==> src/rtl/cp_uv_supervisor.sv <==
module cp_uv_supervisor #(
  parameter int DEG = 16,
  parameter int LVL_W = 2,
  parameter logic [LVL_W-1:0] HW_LVL = 2'b01
) (
  input  logic             clk,
  input  logic             rst_n,
  input  logic             uv_below,
  input  logic             mode_latch,
  input  logic [LVL_W-1:0] lvl_cfg,
  input  logic             clr_fault,
  input  logic             hw_strap,
  output logic [LVL_W-1:0] lvl_out,
  output logic             pulldown_en,
  output logic             flt_n,
  output logic             flt_status,
  output logic             uv_sticky,
  output logic             cp_en
);
  localparam int CW = (DEG > 2) ? $clog2(DEG) : 1;
  localparam logic [CW-1:0] LAST = CW'(DEG - 1);

  logic [CW-1:0] cnt;
  logic          flt_q, uv_q;
  logic          latched, hit, clr_ok;

  assign latched = mode_latch & ~hw_strap;
  assign hit     = uv_below & (cnt == LAST);
  assign clr_ok  = clr_fault & ~uv_below;

  always_ff @(posedge clk or negedge rst_n) begin
    if (!rst_n)                cnt <= '0;
    else if (!uv_below)        cnt <= '0;
    else if (cnt != LAST)      cnt <= cnt + 1'b1;
  end

  always_ff @(posedge clk or negedge rst_n) begin
    if (!rst_n)       flt_q <= 1'b0;
    else if (hit)     flt_q <= 1'b1;
    else if (latched) flt_q <= flt_q & ~clr_ok;
    else              flt_q <= flt_q & uv_below;
  end

  always_ff @(posedge clk or negedge rst_n) begin
    if (!rst_n)      uv_q <= 1'b0;
    else if (hit)    uv_q <= 1'b1;
    else if (clr_ok) uv_q <= 1'b0;
  end

  assign lvl_out     = hw_strap ? HW_LVL : lvl_cfg;
  assign pulldown_en = flt_q;
  assign flt_n       = ~flt_q;
  assign flt_status  = flt_q;
  assign uv_sticky   = uv_q;
  assign cp_en       = ~(flt_q & latched);
endmodule


==> config.mk <==
export PLATFORM = sky130hd
export DESIGN_NAME = cp_uv_supervisor
export DESIGN_NICKNAME = d
export VERILOG_FILES = /design/src/rtl/cp_uv_supervisor.sv
export SDC_FILE = /design/constraint.sdc
export NUM_CORES = 1
export LEC_CHECK = 0
export BUFFER_PORTS_ARGS = -buffer_cell sky130_fd_sc_hd__buf_2
export CORE_AREA = 2 2 39 41
export DETAILED_ROUTE_END_ITERATION = 8
export DIE_AREA = 0 0 41 43
export SLEW_MARGIN = 5
export SYNTH_ARGS = -nofsm -noshare
export SYNTH_HDL_FRONTEND = slang
export SYNTH_SLANG_ARGS = --single-unit
==> constraint.sdc <==
create_clock -name clk -period 1.4 [get_ports clk]
set_clock_uncertainty 0.2 [all_clocks]
set_input_delay 0.07 -clock clk [delete_from_list [all_inputs] [get_ports clk]]
set_output_delay 0.07 -clock clk [all_outputs]
set_load 0.05 [all_outputs]
### After elaboration in Yosys (flattened, before gate mapping)

Cells that the tools add are included.

* bits in registers: 6
* input bits: 8
* output and inout bits: 7
* word-level logic and storage cells: 26

* add/subtract/negate cells: 1
* equal/unequal tests: 3
* muxes and demuxes: 7
* bitwise gates (word level): 11
* reductions and logical operators: 1

Operators by type and width (number)
* two-way mux 4 bit: 2
* AND 1 bit: 6
* NOT 1 bit: 5
* adder 4 x 1 -> 4 bit (second input constant): 1
* == test 4 bit (second input constant): 1
* two-way mux 1 bit: 4
* != test 4 bit (second input constant): 1
* two-way mux 2 bit: 1
* != test 2 x 1 -> 1 bit (second input constant): 1
* nonzero test 2 bit: 1

### Logic depth before layout (Yosys ltp)

Gate-level depths: netlist (run 1).

* word-level depth: 6
* mapped depth: 3
* mapped depth without buffers: 3

### Worst setup path after synthesis (run 1)

Ideal clock, no wire load.

* path kind: register to register
* start: register flt_q, in the netlist flt_status
* end: register flt_q, in the netlist flt_status
* library setup time: 101 ps
* arrival: 1535 ps
* required time: 1099 ps
* setup slack: -436 ps
* stages on the path, launching flop included: 3
* path buffers: 0
* clock period less this slack: 1836 ps
* cells stage by stage: dfrtp_1 -> nand3b_1 -> o221ai_1

* word-level cells in the longest chain between the ends: 3
* elaborated cells between the ends (all ways): 4
* those cells by class: mux (2); bitwise (2)

RTL lines
* start, declared: RTL line 24 `logic flt_q, uv_q;`
* start signal, assigned: RTL line 40 `else if (latched) flt_q <= flt_q & ~clr_ok;`
* start signal, assigned: RTL line 41 `else flt_q <= flt_q & uv_below;`
* AND 1 bit (on tied branches): RTL line 41, 40
* two-way mux 1 bit (*): RTL line 40
* two-way mux 1 bit (*): RTL line 39 `else if (hit) flt_q <= 1'b1;`

Mark *: on every way between the ends. The rest lies on a longest branch, timed or not.
A chain may end at the register's enable or synchronous reset.

### Final worst setup path (run 1)

* start: input port hw_strap
* end: output port cp_en

* word-level cells in the longest chain between the ends: 4

RTL lines
* start, declared: RTL line 12 `input logic hw_strap,`
* NOT 1 bit: RTL line 27 `assign latched = mode_latch & ~hw_strap;`
* AND 1 bit: RTL line 27
* AND 1 bit: RTL line 55 `assign cp_en = ~(flt_q & latched);`
* NOT 1 bit: RTL line 55
* end, declared: RTL line 18 `output logic cp_en`

No other way between the ends.

==> run summary, run 1 <==
Most frequent cell after synthesis -> dfrtp_1
Initial core utilization -> 23.33%
Yosys top cell area share -> 46.51%
Die Wd -> 41 microns
Count of different cell masters after synthesis -> 17
Largest net degree at the start of global routing -> 8
Fin crit share -> 97.76%
Crit Path Category -> in -> out
Peak supply drop -> 0.0002435 V
Root Buffer Master -> clkbuf_4
Seq pwr share -> 43.5%
IO Pins -> 15
Reg-to-reg startpoint -> cnt[0]$_DFFE_PN0P_
H-tree depth -> 1
Synth Flop Type -> dfrtp_1
Gr ovfl total -> 0
Worst r2r path cells -> 3
N_diodes -> 0
First-pass DRT Iterations -> 4
Reg-to-reg setup timing slack -> 140 ps
Post-layout util -> 36.08%
Cell Pwr Density -> 869.7 nW/um^2
Syn. warnings -> 0
Placed Cells -> 61
First-pass GRT wire length -> 1.048 mm
Worst r2r dst -> cnt[0]$_DFFE_PN0P_
Sequential share of the synthesized area -> 46.51%
GP Congestion -> 0.6727
Hold EP -> lvl_out[1]
Gr usage total -> 10.04%
DP Wirelength -> 539.7 microns
Max-slew headroom -> 79.75%
Yosys top cell by area -> dfrtp_1
Min-delay src -> hw_strap
Detailed-route via count -> 313
IO buf count -> 14
DIE HEIGHT -> 43 microns
Number of synthesized flops with an enable pin -> 0
Ys async rst share -> 100.0%
Clock share of power -> 41.9%
Min Tclk post-route -> 1369 ps
Layout cells sized above 1 -> 40.00%
Final Non-Filler Cells -> 71
Max cap viols -> 0
Crit. End Element -> output port
Die area -> 1763 sq um
Critical path data arrival time -> 1100 ps
Final instance area -> 499.2 sq um
Mapped cell area -> 322.8 sq um
Vias per inst -> 4.408
Status -> completed
Hold WC Path Type -> in -> out
Net Switching -> 113.9 uW
Pwr Total -> 434.2 uW
Syn Area/Cell -> 10.09 sq um
Worst-Margin Slew -> 302.8 ps
Commonest cells post-synth -> 6 x dfrtp_1, 4 x nand2_1, 3 x a31oi_1, 3 x inv_1
Fin. max-slew vios -> 0
Antenna-violating nets left -> 0
Top post-synthesis cells by area -> dfrtp_1 47%, mux2i_1 6.2%, a31oi_1 5.8%
Vias in the first global route -> 288
CTS tree -> yes
Critical Path RT -> 1130 ps
Max FO, Critical Path -> 3
TritonCTS Buffers -> 3
Initial antenna violation count -> 0
Initial DRC count -> 7
RSZ-0062 raised after global routing -> false
Fmax -> 730.7 MHz
Area grow syn2layout -> 54.65%
Clock Path Buffers -> 2
Layout Nets -> 65
Core ar. -> 1384 sq um
#FFs+latches synth -> 6
Count of final setup violators -> 0
Number of fill cells -> 147
Gate power share -> 14.7%
Leak pwr -> 0.2469 nW
Switching Share -> 26.24%
DR WL/cell -> 11.27 microns
Net Count, Synth -> 41
Site Rows -> 14
Final Hold Fails -> 0
Worst-skew pair later-pin latency -> 260 ps
Cell depth of the worst hold path -> 3
Routed wire length -> 800 microns
Gate Count Post-Synth -> 32
Post-place instance area -> 406.6 sq um
Startpoint types -> input port
P_int -> 320.3 uW
Clk sink count -> 6
DRC -> 0
-- area by class of cell --
type | instances | area [sq um] | share of cell area (%)
sequential | 6 | 151.4 | 30.33
tap | 16 | 20.02 | 4.010
clock buffer | 4 | 26.28 | 5.263
multi-input combinational | 22 | 153.9 | 30.83
inverter | 3 | 11.26 | 2.256
timing repair buffer | 20 | 136.4 | 27.32
-- through the flow --
step           hold slack, ps  worst slack, ps  TNS [ps]
2_1_floorplan          -425.6           -214.3    -214.3
3_3_place_gp           -296.0            166.5         0
3_5_place_dp           -296.3            149.4         0
4_1_cts                 269.1            16.16         0
5_1_grt                 281.9            9.485         0
6_report                267.9            31.39         0
-- logic make-up after synthesis --
group / Yosys count / share of synthesized area [%]
buffers and inverters: 4 / 5.815
adders and majority gates: 1 / 3.875
muxes: 2 / 6.202
AOI/OAI and AO/OA: 7 / 15.50
and+or+nand+nor: 12 / 22.09
DFF: 6 / 46.51
-- how the worst max path moves through the flow --
stage | cells past startpoint | end | from
2_1_floorplan | 2 | flt_status$_DFF_PN0_ | flt_status$_DFF_PN0_
3_3_place_gp | 3 | flt_status$_DFF_PN0_ | cnt[0]$_DFFE_PN0P_
3_5_place_dp | 3 | cnt[0]$_DFFE_PN0P_ | cnt[0]$_DFFE_PN0P_
4_1_cts | 4 | cp_en | hw_strap
5_1_grt | 4 | cp_en | hw_strap
6_report | 4 | cp_en | hw_strap
-- power groups by stage --
stage | registers [mW] | clock network [mW] | logic [mW]
finish | 0.189 | 0.182 | 0.0636
global route | 0.189 | 0.206 | 0.0705
CTS | 0.189 | 0.190 | 0.0636
detailed placement | 0.191 | 0 | 0.0511
global placement | 0.191 | 0 | 0.0499
floorplan | 0.190 | 0 | 0.0294
-- what timing repair did --
action,in CTS,in global routing
hold endpoints to repair,12,0
hold buffers,6,0
setup endpoints to repair,0,1
buffers inserted,0,0
resized for setup,0,3
-- critical path, cell delays in order --
cell and delay [ps]:
buf_2 110, dlygate4sd3_1 540, nand3b_1 200, buf_6 180
-- sequential cells by signal, indices dropped and copies added, names as in the netlist --
signal	count
flt_status	1
cnt	4
uv_sticky	1
-- layer usage --
layer  wire, microns  track usage [%]  vias to the layer above  share of wire, %
met5               0                0                        -                 0
met4              23            8.000                        0               2.9
met3              47            6.283                        4               5.9
met2             422            17.19                        8                53
met1             306            6.752                      143                38
li1                -                -                      158                 -
-- placed cells by master, fill, tap and decap left out, types with 2 or more instances in the layout --
master,count
nand2_1,4
dlygate4sd3_1,6
nand2b_1,2
a31oi_1,3
mux2i_1,2
buf_2,13
nor2b_1,2
inv_1,3
clkbuf_4,3
dfrtp_1,5
(Power assumes the default switching activity.)
==> inputs of run 2 (changes only) <==
--- a/config.mk
+++ b/config.mk
@@ -9,6 +9,8 @@
 export CORE_AREA = 2 2 39 41
 export DETAILED_ROUTE_END_ITERATION = 8
 export DIE_AREA = 0 0 41 43
+export SETUP_SLACK_MARGIN = 0.5
+export SKIP_LAST_GASP = 1
 export SLEW_MARGIN = 5
 export SYNTH_ARGS = -nofsm -noshare
 export SYNTH_HDL_FRONTEND = slang
==> run 2 against run 1 <==
Net effect:
- highest routed layer unchanged
- sequential share of layout area down 2.9 points
- die area unchanged
- critical endpoint unchanged
- the flow now finishes with violations (hold timing)
- cell count shrank 1.4%
- critical path type is now reg -> out
- first-iteration DRC count fell by 14%
==> run summary, run 2 (synthesis results as in run 1) <==
Status -> finished, violations left
Failing checks -> hold timing
Number of fill cells -> 135
Critical path data arrival time -> 1000 ps
Crit Path Category -> reg -> out
Die area -> 1763 sq um
Max reg flops -> 4
Count of final setup violators -> 0
Final Non-Filler Cells -> 70
# hold bufs at CTS -> 1
Gr usage total -> 11.66%
Vias per inst -> 4.643
Fin crit share -> 90.39%
Crit path from -> flt_status$_DFF_PN0_
Worst setup endpoint -> cp_en
DP Wirelength -> 565.7 microns
Antenna-violating nets left -> 0
Min Tclk post-route -> 1265 ps
Worst r2r path cells -> 3
Setup_tns -> 0 ps
GP Congestion -> 0.6533
Site Rows -> 14
Layout Nets -> 65
Most frequent cells in the layout -> 10 x buf_2, 5 x buf_4, 4 x nand2_1, 4 x dfrtp_2
Max-slew headroom -> 82.62%
Initial antenna violation count -> 0
IO buf count -> 14
Final Hold Fails -> 12
Fmax -> 790.2 MHz
Peak supply drop -> 0.0002641 V
CTS tree -> yes
Max cap viols -> 0
Fin Hold WS -> -141.1 ps
DIE HEIGHT -> 43 microns
DR WL/cell -> 12.69 microns
IO Pins -> 15
Largest net degree at the start of global routing -> 8
Placed Cells -> 61
Reg-to-reg setup timing slack -> 210 ps
N_diodes -> 0
Leak pwr -> 0.2568 nW
Fin. max-slew vios -> 0
Pwr Total -> 435.5 uW
Worst-skew pair later-pin latency -> 250 ps
Reg-to-reg startpoint -> cnt[0]$_DFFE_PN0P_
Commonest non-fill, non-tap cell in the layout -> buf_2
Area grow syn2layout -> 75.19%
Area of the multi-input gates -> 210.2 sq um
Clock Path Buffers -> 2
CP max stage delay -> 430 ps
First-pass DRT Iterations -> 2
Worst-path cell chain -> nand3b_1, buf_6
Initial core utilization -> 23.33%
Worst r2r dst -> cnt[1]$_DFFE_PN0P_
Slowest CP cell -> dfrtp_2
Routed wire length -> 888 microns
Critical Path RT -> 1130 ps
RSZ-0062 raised after global routing -> true
Register clock-pin slew on the reported worst setup and hold paths -> 40 ps
Gr ovfl total -> 0
Initial DRC count -> 6
TritonCTS Buffers -> 3
Max FO, Critical Path -> 5
FF/Latch Area -> 155.1 sq um
Layout cells sized above 1 -> 66.67%
Post-layout util -> 40.87%
H-tree depth -> 1
Worst-Margin Slew -> 260.8 ps
Delay-heaviest family, CP -> flip-flops
Cell Pwr Density -> 770.0 nW/um^2
CP bufs+invs -> 1
Detailed-route via count -> 325
Startpoint types -> register
Core ar. -> 1384 sq um
Clk sink count -> 6
Crit. End Element -> output port
Vias in the first global route -> 303
Die Wd -> 41 microns
Top reg by flops -> cnt
Root Buffer Master -> clkbuf_4
Crit path depth -> 2
First-pass GRT wire length -> 1.297 mm
DRC -> 0
Hold WC Path Type -> in -> reg
run 2: cell count changes in the layout (fill, tap and decap cells not counted), moves of 2 or more:
cell and change:
dfrtp_2 +3, buf_6 +2, buf_2 -3, dlygate4sd3_1 -5, dfrtp_1 -3, nor2b_1 -2
buf_4 +5, nor2b_2 +2
run 2: how the worst min path moves through the flow:
| stage | from | end | slack (ps) | depth (start not counted) |
|---|---|---|---|---|
| 2_1_floorplan | rst_n | cnt[0]$_DFFE_PN0P_ | -430 | 0 |
| 3_3_place_gp | rst_n | cnt[3]$_DFFE_PN0P_ | -300 | 1 |
| 5_1_grt | clr_fault | flt_status$_DFF_PN0_ | -140 | 2 |
| 3_5_place_dp | rst_n | cnt[3]$_DFFE_PN0P_ | -290 | 1 |
| 6_report | clr_fault | flt_status$_DFF_PN0_ | -140 | 2 |
| 4_1_cts | clr_fault | flt_status$_DFF_PN0_ | -140 | 2 |
run 2: power breakdown:
part	internal (mW)	switching [mW]	leakage (nW)
clock	0.0972	0.0657	0.0138
sequential	0.182	0.0122	0.0751
combinational	0.0392	0.0396	0.168
run 2: what timing repair did:
item / in CTS / in global routing
pin swaps: 4 / 3
endpoints found under the setup margin: 12 / 11
gates resized for setup: 16 / 3
endpoints found under the hold margin: 12 / 8
setup buffers: 3 / 2
cloned: 0 / 0
run 2: cell type report:
type	instances	share of cell area, %
flip-flops and latches	6	27.43
well taps	16	3.540
clock buffers	3	3.982
multi-input cells	22	37.17
inverters	3	1.991
repair buffers	20	25.88
run 2: metrics by stage:
| stage | setup slack [ps] | cell area, sq um |
|---|---|---|
| finish | 134.5 | 565.5 |
| global route | 123.7 | 565.5 |
| CTS | 155.4 | 528.0 |
| detailed placement | 129.3 | 412.9 |
| global placement | 191.9 | 412.9 |
| floorplan | -214.3 | 330.3 |
run 2: metal layers:
layer / GRT usage [%] / wire length (microns)
met1: 11.94 / 335
met2: 18.13 / 484
met3: 3.141 / 37
met4: 10.00 / 31
met5: 0 / 0
==> inputs of run 3 (changes only) <==
==> constraint.sdc (replaced) <==
create_clock -name clk -period 1.6 [get_ports clk]
set_clock_uncertainty 0.2 [all_clocks]
set_input_delay 0.08 -clock clk [delete_from_list [all_inputs] [get_ports clk]]
set_output_delay 0.08 -clock clk [all_outputs]
set_load 0.05 [all_outputs]
==> run 3 against run 2 <==
Net effect:
- the run now ends clean
- critical path depth stayed put
- sequential power is 14% lower
- total power is 9.2% lower
- first-iteration DRC count is 50% lower
- non-clock buffer count is 3 higher
- clock-buffer cell count is 1 higher
- critical path type unchanged
- highest routed layer unchanged
==> run summary, run 3 (synthesis results as in run 1) <==
Status -> completed
Initial DRC count -> 3
CTS tree -> yes
Reg-to-reg setup timing slack -> 400 ps
Vias in the first global route -> 338
Die area -> 1763 sq um
Fmax -> 796.0 MHz
Vias per inst -> 4.527
Cell depth of the worst hold path -> 4
Crit Path Category -> reg -> out
Min Tclk post-route -> 1256 ps
Root Buffer Master -> clkbuf_4
Gr ovfl total -> 0
Setup WS post-layout -> 343.7 ps
RSZ-0062 raised after global routing -> true
DR WL/cell -> 12.34 microns
Pre-CTS setup slack -> 381.4 ps
Fin. max-slew vios -> 0
Worst-Margin Slew -> 258.4 ps
Top reg by flops -> cnt
Initial antenna violation count -> 0
Worst r2r dst -> cnt[1]$_DFFE_PN0P_
Leak pwr -> 0.2725 nW
Die Wd -> 41 microns
Setup_tns -> 0 ps
FF/Latch Area -> 153.9 sq um
Clock Path Buffers -> 2
Max reg flops -> 4
Critical Path RT -> 1320 ps
IO Pins -> 15
TritonCTS Buffers -> 3
Cell Pwr Density -> 654.2 nW/um^2
Critical path data arrival time -> 980 ps
H-tree depth -> 1
Fin crit share -> 78.52%
Max cap viols -> 0
IO buf count -> 14
Final Hold Fails -> 0
Min-delay src -> mode_latch
Reg-to-reg startpoint -> cnt[0]$_DFFE_PN0P_
Worst r2r path cells -> 3
Largest net degree at the start of global routing -> 8
First-pass DRT Iterations -> 4
Pwr Total -> 395.3 uW
Core ar. -> 1384 sq um
N_diodes -> 0
Number of fill cells -> 128
Startpoint types -> register
Site Rows -> 14
DP Wirelength -> 500.1 microns
Hold EP -> flt_status$_DFF_PN0_
Crit. End Element -> output port
Initial core utilization -> 23.33%
Routed wire length -> 913 microns
DRC -> 0
First-pass GRT wire length -> 1.345 mm
Clk sink count -> 6
Most frequent cells in the layout -> 9 x buf_2, 5 x buf_4, 4 x nand2_1, 4 x dlygate4sd3_1
Max-slew headroom -> 82.77%
Fin Hold WS -> 104.7 ps
Hold WC Path Type -> in -> reg
DIE HEIGHT -> 43 microns
Worst-skew pair later-pin latency -> 260 ps
Max FO, Critical Path -> 4
Peak supply drop -> 0.0003619 V
Area grow syn2layout -> 87.21%
Layout Nets -> 68
Layout cells sized above 1 -> 58.62%
Commonest non-fill, non-tap cell in the layout -> buf_2
Area of the multi-input gates -> 201.4 sq um
Gr usage total -> 11.88%
Count of final setup violators -> 0
Antenna-violating nets left -> 0
Detailed-route via count -> 335
GP Congestion -> 0.6727
Register clock-pin slew on the reported worst setup and hold paths -> 60 ps
==> run 3: layer usage <==
metal | GRT usage [%] | wire length (microns) | vias to the layer above
li1 | - | - | 164
met1 | 10.39 | 315 | 158
met2 | 20.31 | 536 | 11
met3 | 7.853 | 55 | 2
met4 | 4.000 | 6 | 0
met5 | 0 | 0 | -
==> run 3: cell type report <==
class	instances	area share (%)
inverter	3	1.863
multi-input combinational	22	33.33
sequential	6	25.47
tap	16	3.313
timing repair buffer	23	31.68
clock buffer	4	4.348
==> run 3: how the worst max path moves through the flow <==
stage               cells past startpoint  slack (ps)                 start                    to
floorplan                               2         -10  flt_status$_DFF_PN0_  flt_status$_DFF_PN0_
global placement                        3         380    cnt[0]$_DFFE_PN0P_  flt_status$_DFF_PN0_
CTS                                     2         350  flt_status$_DFF_PN0_                 cp_en
detailed placement                      3         380    cnt[0]$_DFFE_PN0P_  flt_status$_DFF_PN0_
finish                                  2         340  flt_status$_DFF_PN0_                 cp_en
global route                            2         300  flt_status$_DFF_PN0_                 cp_en
==> run 3: through the flow <==
step | util, % | cells | area [sq um]
CTS | 42.41 | 74 | 586.8
finish | 43.67 | 74 | 604.3
detailed placement | 29.66 | 61 | 410.4
floorplan | - | 32 | 327.8
global placement | 29.66 | 61 | 410.4
global route | 43.67 | 74 | 604.3
==> run 3: timing repair <==
item                                    in CTS  in global routing
resized for setup                           15                  3
hold endpoints to repair                    11                  0
endpoints found under the setup margin      11                 17
setup buffers                                5                  0
pin swaps                                    4                  1
hold buffers                                 4                  0
==> run 3: worst max-delay path: stages (launching register included) <==
cell and delay, ps:
dfrtp_2 420, nand3b_1 130, buf_6 170
==> run 3: power by group <==
group,switching [mW],internal (mW)
Combinational,0.0347,0.0351
Sequential,0.00901,0.158
Clock,0.0632,0.0950
Total,0.107,0.288
